### src/rtl/acc_round_pkg.sv
package acc_round_pkg;

  typedef enum logic {
    RND_UNBIASED = 1'b0,
    RND_BIASED   = 1'b1
  } rnd_mode_e;

  localparam int unsigned DEF_TOP_W  = 8;
  localparam int unsigned DEF_MID_W  = 16;
  localparam int unsigned DEF_LOW_W  = 16;
  localparam int unsigned DEF_CTRL_W = 16;
  localparam int unsigned DEF_MODE_BIT = 12;

endpackage

### src/rtl/acc_round_rst_sync.sv
module acc_round_rst_sync #(
  parameter int unsigned STAGES = 2
) (
  input  logic clk,
  input  logic arst_n,
  output logic rst_n_o
);

  logic [STAGES-1:0] sync_q;
  logic [STAGES-1:0] sync_d;

  always_comb begin
    sync_d = {sync_q[STAGES-2:0], 1'b1};
  end

  always_ff @(posedge clk or negedge arst_n) begin
    if (!arst_n) begin
      sync_q <= '0;
    end else begin
      sync_q <= sync_d;
    end
  end

  assign rst_n_o = sync_q[STAGES-1];

endmodule

### src/rtl/acc_round_cfg.sv
module acc_round_cfg
  import acc_round_pkg::*;
#(
  parameter int unsigned CTRL_W   = DEF_CTRL_W,
  parameter int unsigned MODE_BIT = DEF_MODE_BIT
) (
  input  logic              clk,
  input  logic              rst_n,
  input  logic              wr_en_i,
  input  logic [CTRL_W-1:0] wr_data_i,
  output logic [CTRL_W-1:0] rd_data_o,
  output rnd_mode_e         mode_o
);

  logic [CTRL_W-1:0] ctrl_q;
  logic [CTRL_W-1:0] ctrl_d;

  always_comb begin
    ctrl_d = ctrl_q;
    if (wr_en_i) begin
      ctrl_d = wr_data_i;
    end
  end

  always_ff @(posedge clk or negedge rst_n) begin
    if (!rst_n) begin
      ctrl_q <= '0;
    end else if (wr_en_i) begin
      ctrl_q <= ctrl_d;
    end
  end

  assign rd_data_o = ctrl_q;
  assign mode_o    = rnd_mode_e'(ctrl_q[MODE_BIT]);

  // a write lands in full on the next cycle
  a_r8_write_lands: assert property (@(posedge clk) disable iff (!rst_n)
    wr_en_i |=> rd_data_o == $past(wr_data_i));

  // without a write the register keeps its contents
  a_r8_hold_idle: assert property (@(posedge clk) disable iff (!rst_n)
    !wr_en_i |=> $stable(rd_data_o));

endmodule

### src/rtl/acc_round_core.sv
module acc_round_core
  import acc_round_pkg::*;
#(
  parameter int unsigned TOP_W = DEF_TOP_W,
  parameter int unsigned MID_W = DEF_MID_W,
  parameter int unsigned LOW_W = DEF_LOW_W
) (
  input  logic [TOP_W+MID_W+LOW_W-1:0] acc_i,
  input  rnd_mode_e                    mode_i,
  output logic [TOP_W+MID_W+LOW_W-1:0] res_o
);

  localparam int unsigned ACC_W = TOP_W + MID_W + LOW_W;
  localparam int unsigned UP_W  = TOP_W + MID_W;

  logic [LOW_W-1:0] frac;
  logic [UP_W-1:0]  upper;
  logic [UP_W-1:0]  upper_inc;
  logic             half_bit;
  logic             sticky;
  logic             round_up;

  always_comb begin
    frac     = acc_i[LOW_W-1:0];
    upper    = acc_i[ACC_W-1:LOW_W];
    half_bit = frac[LOW_W-1];
    sticky   = |frac[LOW_W-2:0];
    // tie: half set, nothing below it; bias forces up, else go to even
    round_up = half_bit & (sticky | (mode_i == RND_BIASED) | upper[0]);
    upper_inc = upper + UP_W'(round_up);
    res_o    = {upper_inc, frac};
  end

endmodule

### src/rtl/acc_round_pipe.sv
module acc_round_pipe #(
  parameter int unsigned DATA_W = 40
) (
  input  logic              clk,
  input  logic              rst_n,
  input  logic              load_i,
  input  logic [DATA_W-1:0] data_i,
  output logic [DATA_W-1:0] data_o,
  output logic              valid_o
);

  logic [DATA_W-1:0] data_q;
  logic [DATA_W-1:0] data_d;
  logic              valid_q;
  logic              valid_d;

  always_comb begin
    data_d  = data_q;
    valid_d = load_i;
    if (load_i) begin
      data_d = data_i;
    end
  end

  always_ff @(posedge clk or negedge rst_n) begin
    if (!rst_n) begin
      data_q  <= '0;
      valid_q <= 1'b0;
    end else begin
      valid_q <= valid_d;
      if (load_i) begin
        data_q <= data_d;
      end
    end
  end

  assign data_o  = data_q;
  assign valid_o = valid_q;

  // valid follows the strobe by one cycle
  a_r2_valid_follows: assert property (@(posedge clk) disable iff (!rst_n)
    load_i |=> valid_o);
  a_r2_valid_quiet: assert property (@(posedge clk) disable iff (!rst_n)
    !load_i |=> !valid_o);
  // the result holds without a strobe
  a_r2_hold: assert property (@(posedge clk) disable iff (!rst_n)
    !load_i |=> $stable(data_o));

endmodule

### src/rtl/acc_round_unit.sv
module acc_round_unit
  import acc_round_pkg::*;
#(
  parameter int unsigned TOP_W    = DEF_TOP_W,
  parameter int unsigned MID_W    = DEF_MID_W,
  parameter int unsigned LOW_W    = DEF_LOW_W,
  parameter int unsigned CTRL_W   = DEF_CTRL_W,
  parameter int unsigned MODE_BIT = DEF_MODE_BIT
) (
  input  logic                         clk,
  input  logic                         arst_n,
  input  logic [TOP_W+MID_W+LOW_W-1:0] acc_in,
  input  logic                         rnd_en,
  input  logic                         cfg_wr_en,
  input  logic [CTRL_W-1:0]            cfg_wr_data,
  output logic [CTRL_W-1:0]            cfg_rd_data,
  output logic [TOP_W+MID_W+LOW_W-1:0] rnd_out,
  output logic                         rnd_valid
);

  localparam int unsigned ACC_W = TOP_W + MID_W + LOW_W;
  localparam logic [LOW_W-1:0] HALF = {1'b1, {(LOW_W-1){1'b0}}};

  logic             rst_n;
  rnd_mode_e        mode;
  logic [ACC_W-1:0] rounded;

  acc_round_rst_sync #(.STAGES(2)) u_rst (
    .clk     (clk),
    .arst_n  (arst_n),
    .rst_n_o (rst_n)
  );

  acc_round_cfg #(.CTRL_W(CTRL_W), .MODE_BIT(MODE_BIT)) u_cfg (
    .clk       (clk),
    .rst_n     (rst_n),
    .wr_en_i   (cfg_wr_en),
    .wr_data_i (cfg_wr_data),
    .rd_data_o (cfg_rd_data),
    .mode_o    (mode)
  );

  acc_round_core #(.TOP_W(TOP_W), .MID_W(MID_W), .LOW_W(LOW_W)) u_core (
    .acc_i  (acc_in),
    .mode_i (mode),
    .res_o  (rounded)
  );

  acc_round_pipe #(.DATA_W(ACC_W)) u_pipe (
    .clk     (clk),
    .rst_n   (rst_n),
    .load_i  (rnd_en),
    .data_i  (rounded),
    .data_o  (rnd_out),
    .valid_o (rnd_valid)
  );

  // fraction word passes through
  a_r3_frac_pass: assert property (@(posedge clk) disable iff (!rst_n)
    rnd_en |=> rnd_out[LOW_W-1:0] == $past(acc_in[LOW_W-1:0]));

  // below half leaves the upper part untouched
  a_r4_below_half: assert property (@(posedge clk) disable iff (!rst_n)
    (rnd_en && !acc_in[LOW_W-1]) |=>
      rnd_out[ACC_W-1:LOW_W] == $past(acc_in[ACC_W-1:LOW_W]));

  // biased tie always steps up by one
  a_r6_bias_tie_up: assert property (@(posedge clk) disable iff (!rst_n)
    (rnd_en && mode == RND_BIASED && acc_in[LOW_W-1:0] == HALF) |=>
      rnd_out[ACC_W-1:LOW_W] == $past(acc_in[ACC_W-1:LOW_W]) + 1'b1);

  // unbiased tie leaves an even result
  a_r5_tie_even: assert property (@(posedge clk) disable iff (!rst_n)
    (rnd_en && mode == RND_UNBIASED && acc_in[LOW_W-1:0] == HALF) |=>
      !rnd_out[LOW_W]);

endmodule

### config.mk
export PLATFORM = sky130hd
export DESIGN_NAME = acc_round_unit
export DESIGN_NICKNAME = d
export VERILOG_FILES = /design/src/rtl/acc_round_pkg.sv /design/src/rtl/acc_round_rst_sync.sv /design/src/rtl/acc_round_cfg.sv /design/src/rtl/acc_round_core.sv /design/src/rtl/acc_round_pipe.sv /design/src/rtl/acc_round_unit.sv
export SDC_FILE = /design/constraint.sdc
export NUM_CORES = 1
export LEC_CHECK = 0
export ABC_CLOCK_PERIOD_IN_PS = 1900
export BUFFER_PORTS_ARGS = -buffer_cell sky130_fd_sc_hd__buf_4
export CAP_MARGIN = 20
export CORE_MARGIN = 2
export CORE_UTILIZATION = 40
export DETAILED_ROUTE_END_ITERATION = 8
export GPL_ROUTABILITY_DRIVEN = 0
export GPL_TIMING_DRIVEN = 0
export PLACE_DENSITY_LB_ADDON = 0.3
export SLEW_MARGIN = 20
export SYNTH_ARGS = -nofsm -noshare
export SYNTH_HDL_FRONTEND = slang
export SYNTH_SLANG_ARGS = --single-unit
### constraint.sdc
create_clock -name clk -period 1.9 [get_ports clk]
set_input_delay 0.095 -clock clk [delete_from_list [all_inputs] [get_ports clk]]
set_output_delay 0.095 -clock clk [all_outputs]
set_load 0.05 [all_outputs]
[Yosys cells after proc, flatten, opt, wreduce, memory -nomap -nowiden]
Index checks and enable logic that the tools add are counted.
Storage, ports and cells
  bits in registers: 59
  bits of input ports: 60
  output and inout port bits: 57
  word-level logic and storage cells: 9
Cells by class
  $add $sub $neg: 1
  bitwise operators: 3
  reductions and logical operators: 1
Operators with widths (count)
  adder 24 x 1 -> 24 bit: 1
  OR reduction 15 bit: 1
  OR 1 bit: 2
  AND 1 bit: 1

[Longest topological paths before layout]
  depth after elaboration: 5
  gate-level depth with buffers: 6
  gate-level depth less buffers: 6

[Modules after synthesis]
Synthesis repeated with hierarchy kept, for this count alone.
Second synthesis, totals
  cell total of the unflattened synthesis: 208
  area, all modules: 2896.5 um2
Modules (own cells, without submodules)
  acc_round_pipe: instances 1, cells an instance 85, area each 1521.5 um2, seq. area each 1026.0 um2
  acc_round_core: instances 1, cells an instance 85, area each 664.4 um2, seq. area each 0.0 um2
  acc_round_cfg: instances 1, cells an instance 35, area each 656.9 um2, seq. area each 400.4 um2
  acc_round_rst_sync: instances 1, cells an instance 3, area each 53.8 um2, seq. area each 50.0 um2

[Worst setup path before layout]
No wires, ideal clock.
  kind: input port to flip-flop
  from: in acc_in[15]
  to: reg u_pipe.data_q[34], in the netlist u_pipe.data_o[34]
  setup time: 124 ps
  arrival time: 1377 ps
  required time: 1776 ps
  slack: 399 ps
  cell stages on the path: 6
  path buffers: 0
  cells stage by stage: and2_1 > ha_1 > nand3_4 > nor4_4 > a41oi_1 > o31a_1
Between the ends
  cells in the longest elaborated chain, start to end: 2
Ends and longest elaborated chain
  start, declared: RTL line acc_round_unit.sv:12  | input logic [TOP_W+MID_W+LOW_W-1:0] acc_in,
  AND 1 bit: RTL line acc_round_core.sv:29  | round_up = half_bit & (sticky | (mode_i == RND_BIASED) | upper[0]);
  adder 24 x 1 -> 24 bit: RTL line acc_round_core.sv:30  | upper_inc = upper + UP_W'(round_up);
  end signal, assigned: RTL line acc_round_pipe.sv:32  | data_q <= data_d;
  end, declared: RTL line acc_round_pipe.sv:12  | logic [DATA_W-1:0] data_q;
Every way passes these cells.
A chain may end at the register's enable or synchronous reset.

[Worst setup path after layout]
  from: in rnd_en
  to: reg u_pipe.data_q[24], in the netlist u_pipe.data_o[24]
RTL lines
  start, declared: RTL line acc_round_unit.sv:13  | input logic rnd_en,
No word-level cell between the ends.

==> results.md <==
* Total number of placement rows at 29
* Dominant combinational cell family by area after synthesis: simple AND/OR/NAND/NOR gates
* Number of antenna repair diodes at 0
* Cell type contributing the most total cell area after synthesis: sky130_fd_sc_hd__dfrtp_1
* Number of antenna violations at the first check in global routing at 0
* Xor/xnor cell area share of the yosys netlist at 4.55%
* Number of instances in the placed design at 422
* Fraction of the cycle the final worst path needs at 89.4%
* Final setup violation count at 0
* Instance area at placement at 3680 sq um
* Core area at 6420 sq um
* Number of enable-type register cells in the synthesized netlist at 0
* Detailed Route WL at 7250 microns
* Multiplexer share of the synthesized area at 14.2%
* Slew margin rel. at 59.1%
* Data arrival time at the worst-slack endpoint at 1890 ps
* Largest net degree at the start of global routing at 44
* Synthesized area per cell at 11.7 sq um
* Non-filler instance count after layout at 466
* Number of global-route vias before repair at 2513
* RSZ-0062 raised after global routing: no
* Initial core utilization at 42.0%
* Worst-skew pair later-pin latency at 330 ps
* Fraction of synthesized cell area taken by the top area cell type at 54.8%
* Number of warnings printed during yosys synthesis at 0
* Peak supply drop at 0.706 mV
* Global-route wire length before repair at 11800 microns
* Ratio of cells with drive above 1 in the final layout at 46.5%
* Drt first pass iters at 4
* Pins Over Slew Limit at 0
* Final number of hold-violating endpoints at 0
* Share of the yosys chip area belonging to registers at 54.8%
* TritonCTS clock tree: built
* Pin slew with the least headroom to its limit at 609 ps
* Power per unit of standard cell area at 942 nW/um^2
* Number of flip-flops and latches in the synthesized netlist at 59
* Boundary pin count at 117
* Pre-CTS setup slack at 72.2 ps
* Slowest library cell on the worst path: sky130_fd_sc_hd__dlygate4sd3_1
* Setup skew after layout at 7.19 ps
* GRT Util Overall at 20.8%
* Cts bufs inserted at 9
* Worst-case hold slack at 14.5 ps
* Number of buffers and inverters on the critical path at 5
* P_leak at 0.00192 uW
* Die outline area at 7410 sq um
* Crit path largest cell delay at 530 ps
* PnR Total Power at 3970 uW
* CP Capture Type: flip-flop
* Crit path cell chain: dlygate4sd3_1 > buf_4 > clkbuf_1 > clkbuf_2 > buf_1 > a21oi_1
* Final min period at 1700 ps
* Post-route standard cell area excluding fillers at 4220 sq um
* Number of buffers added on ports at 114
* Buffer count from post-CTS setup fixing at 0
* Worst Setup Start Kind: input port
* Asr flop ratio synth at 100%
* Detailed-route vias per instance at 5.01
* CTS H-tree lvls at 3
* Count of cell types in the netlist at 37
* Library cell used as clock root buffer: sky130_fd_sc_hd__clkbuf_8
* Simple logic cell fraction of the synthesized area at 15.5%
* Max-Cap Viols at 0
* Required time of the critical path at 2090 ps
* Final worst-path setup slack at 201 ps
* Total nets after synthesis at 291
* CTS sink count at 59
* Fraction of the mapped netlist area in compound gates at 7.29%
* Clock-pin slew on the worst setup and hold paths at 70 ps
* Detailed router's first-iteration violation count at 114
* Flip-flop cell with the highest count after synthesis: sky130_fd_sc_hd__dfrtp_1
* Cell area after synthesis at 2700 sq um
* Cell family with the largest share of critical-path delay: buffers and inverters
* Wire length per cell after detailed routing at 15.6 microns
* Largest fanout of any net on the critical path at 10
* Classification of the worst setup path: input port to flip-flop
* Post-Synth Adder-Cell Area at 0.464%
* Largest cells by area after synthesis: sky130_fd_sc_hd__dfrtp_1 55%, sky130_fd_sc_hd__mux2_2 14%, sky130_fd_sc_hd__nor2_1 3.6%, sky130_fd_sc_hd__xnor2_1 3.6%, sky130_fd_sc_hd__a21oi_1 2.6%
* CTS Buffer Depth at 2
* Half-perimeter wire length after detailed placement at 4890 microns
* Number of nets with antenna violations after detailed routing at 0
* Post-synthesis cell count at 230
* Status: finished, final reports clean
* Vertical extent of the die at 86.1 microns
* Total via count in the routed design at 2336
* Die width at 86.1 microns
* Worst Hold Class: input port to flip-flop
* Area Growth Syn to Fin at 56.6%
* NumNets Final at 445
* Overflow left after global routing at 0
* Max Fclk at 588 MHz
* Detailed-route DRC error count at 0
[power breakdown]
| group | internal [uW] | switching, uW |
|---|---|---|
| clock | 977 | 501 |
| combinational | 389 | 657 |
| sequential | 1380 | 72.4 |
| total | 2740 | 1230 |
[final timing paths]
check | slack, ps | to | startpoint | depth (start not counted)
max in group asynchronous | 1210 | u_pipe.data_o[39] | u_rst.sync_q[1] | 1
min in group asynchronous | 90 | u_rst.sync_q[0] | arst_n | 2
worst min register to register | 190 | u_pipe.data_o[14] | u_rst.sync_q[1] | 0
worst min-delay path | 10 | u_pipe.data_o[3] | acc_in[3] | 2
worst max register to register | 820 | u_pipe.data_o[16] | u_cfg.rd_data_o[12] | 4
worst max-delay path | 200 | u_pipe.data_o[24] | rnd_en | 6
[layer usage]
metal	track usage (%)	part of all wire (%)	routed length, microns
met1	23.7	40	2910
met2	36.6	50	3640
met3	8.28	8.9	645
met4	5.19	0.76	55
met5	0	0	0
[registers in the layout, indices dropped and copies added, names as in the netlist]
name             flops
u_rst.sync_q         2
u_pipe.data_o       40
u_cfg.rd_data_o     16
u_pipe.valid_o       1
[per-stage QoR]
step | utilization, % | TNS, ps
2_1_floorplan | - | 0
3_3_place_gp | 56.8 | -31480
3_5_place_dp | 57.3 | 0
4_1_cts | 65.7 | 0
5_1_grt | 65.7 | 0
6_report | 65.7 | 0
[cell usage after synthesis, drive strengths merged (2+ instances only)]
master  number
buf          5
dfrtp       59
mux2        33
a31oi        7
a31o         3
xor2         3
nand3        7
nand4       10
nor2        26
a21o         2
a21oi       14
inv         10
nor3         3
clkbuf       6
nand2        5
xnor2       11
nor4        11
nor3b        2
nand3b       2
[cell usage in the layout (no fill, tap or decap), drive strengths merged]
cell type,netlist,routed
buf,5,119
dfrtp,59,59
mux2,33,33
dlygate4sd3,0,28
nor2,26,26
clkbuf,6,19
a21oi,14,14
xnor2,11,11
nor4,11,11
inv,10,10
nand4,10,10
a31oi,7,7
nand3,7,7
nand2,5,5
a31o,3,3
nor3,3,3
xor2,3,3
bufinv,0,3
nand3b,2,2
a21o,2,2
nor3b,2,2
and2,1,1
a21bo,1,1
a41oi,1,1
or2,1,1
o31a,1,1
mux2i,1,1
a211o,1,1
and3,1,1
o21ai,1,1
ha,1,1
clkinv,0,1
conb,1,1
[final cells by class]
class / instances / area, sq um
buffer: 11 / 47.5
clock inverter: 4 / 95.1
clock buffer: 12 / 165
tap: 77 / 96.3
multi-input combinational: 150 / 1130
fill: 510 / 2200
timing repair buffer: 143 / 1160
inverter: 10 / 37.5
sequential: 59 / 1480
[what timing repair did]
action | 4_1_cts | 5_1_grt
setup endpoints to repair | 0 | 20
endpoints found under the hold margin | 29 | 0
hold buffers | 28 | 0
resized for setup | 0 | 1
[cell families after synthesis]
logic type | count (synthesis)
XOR/XNOR | 14
multiplexers | 34
other | 1
AO/OA/AOI/OAI | 31
adder cells (fa/ha/maj) | 1
flip-flops | 59
AND/OR/NAND/NOR | 69
buffers and inverters | 21
Power figures use the tool's default switching activity.
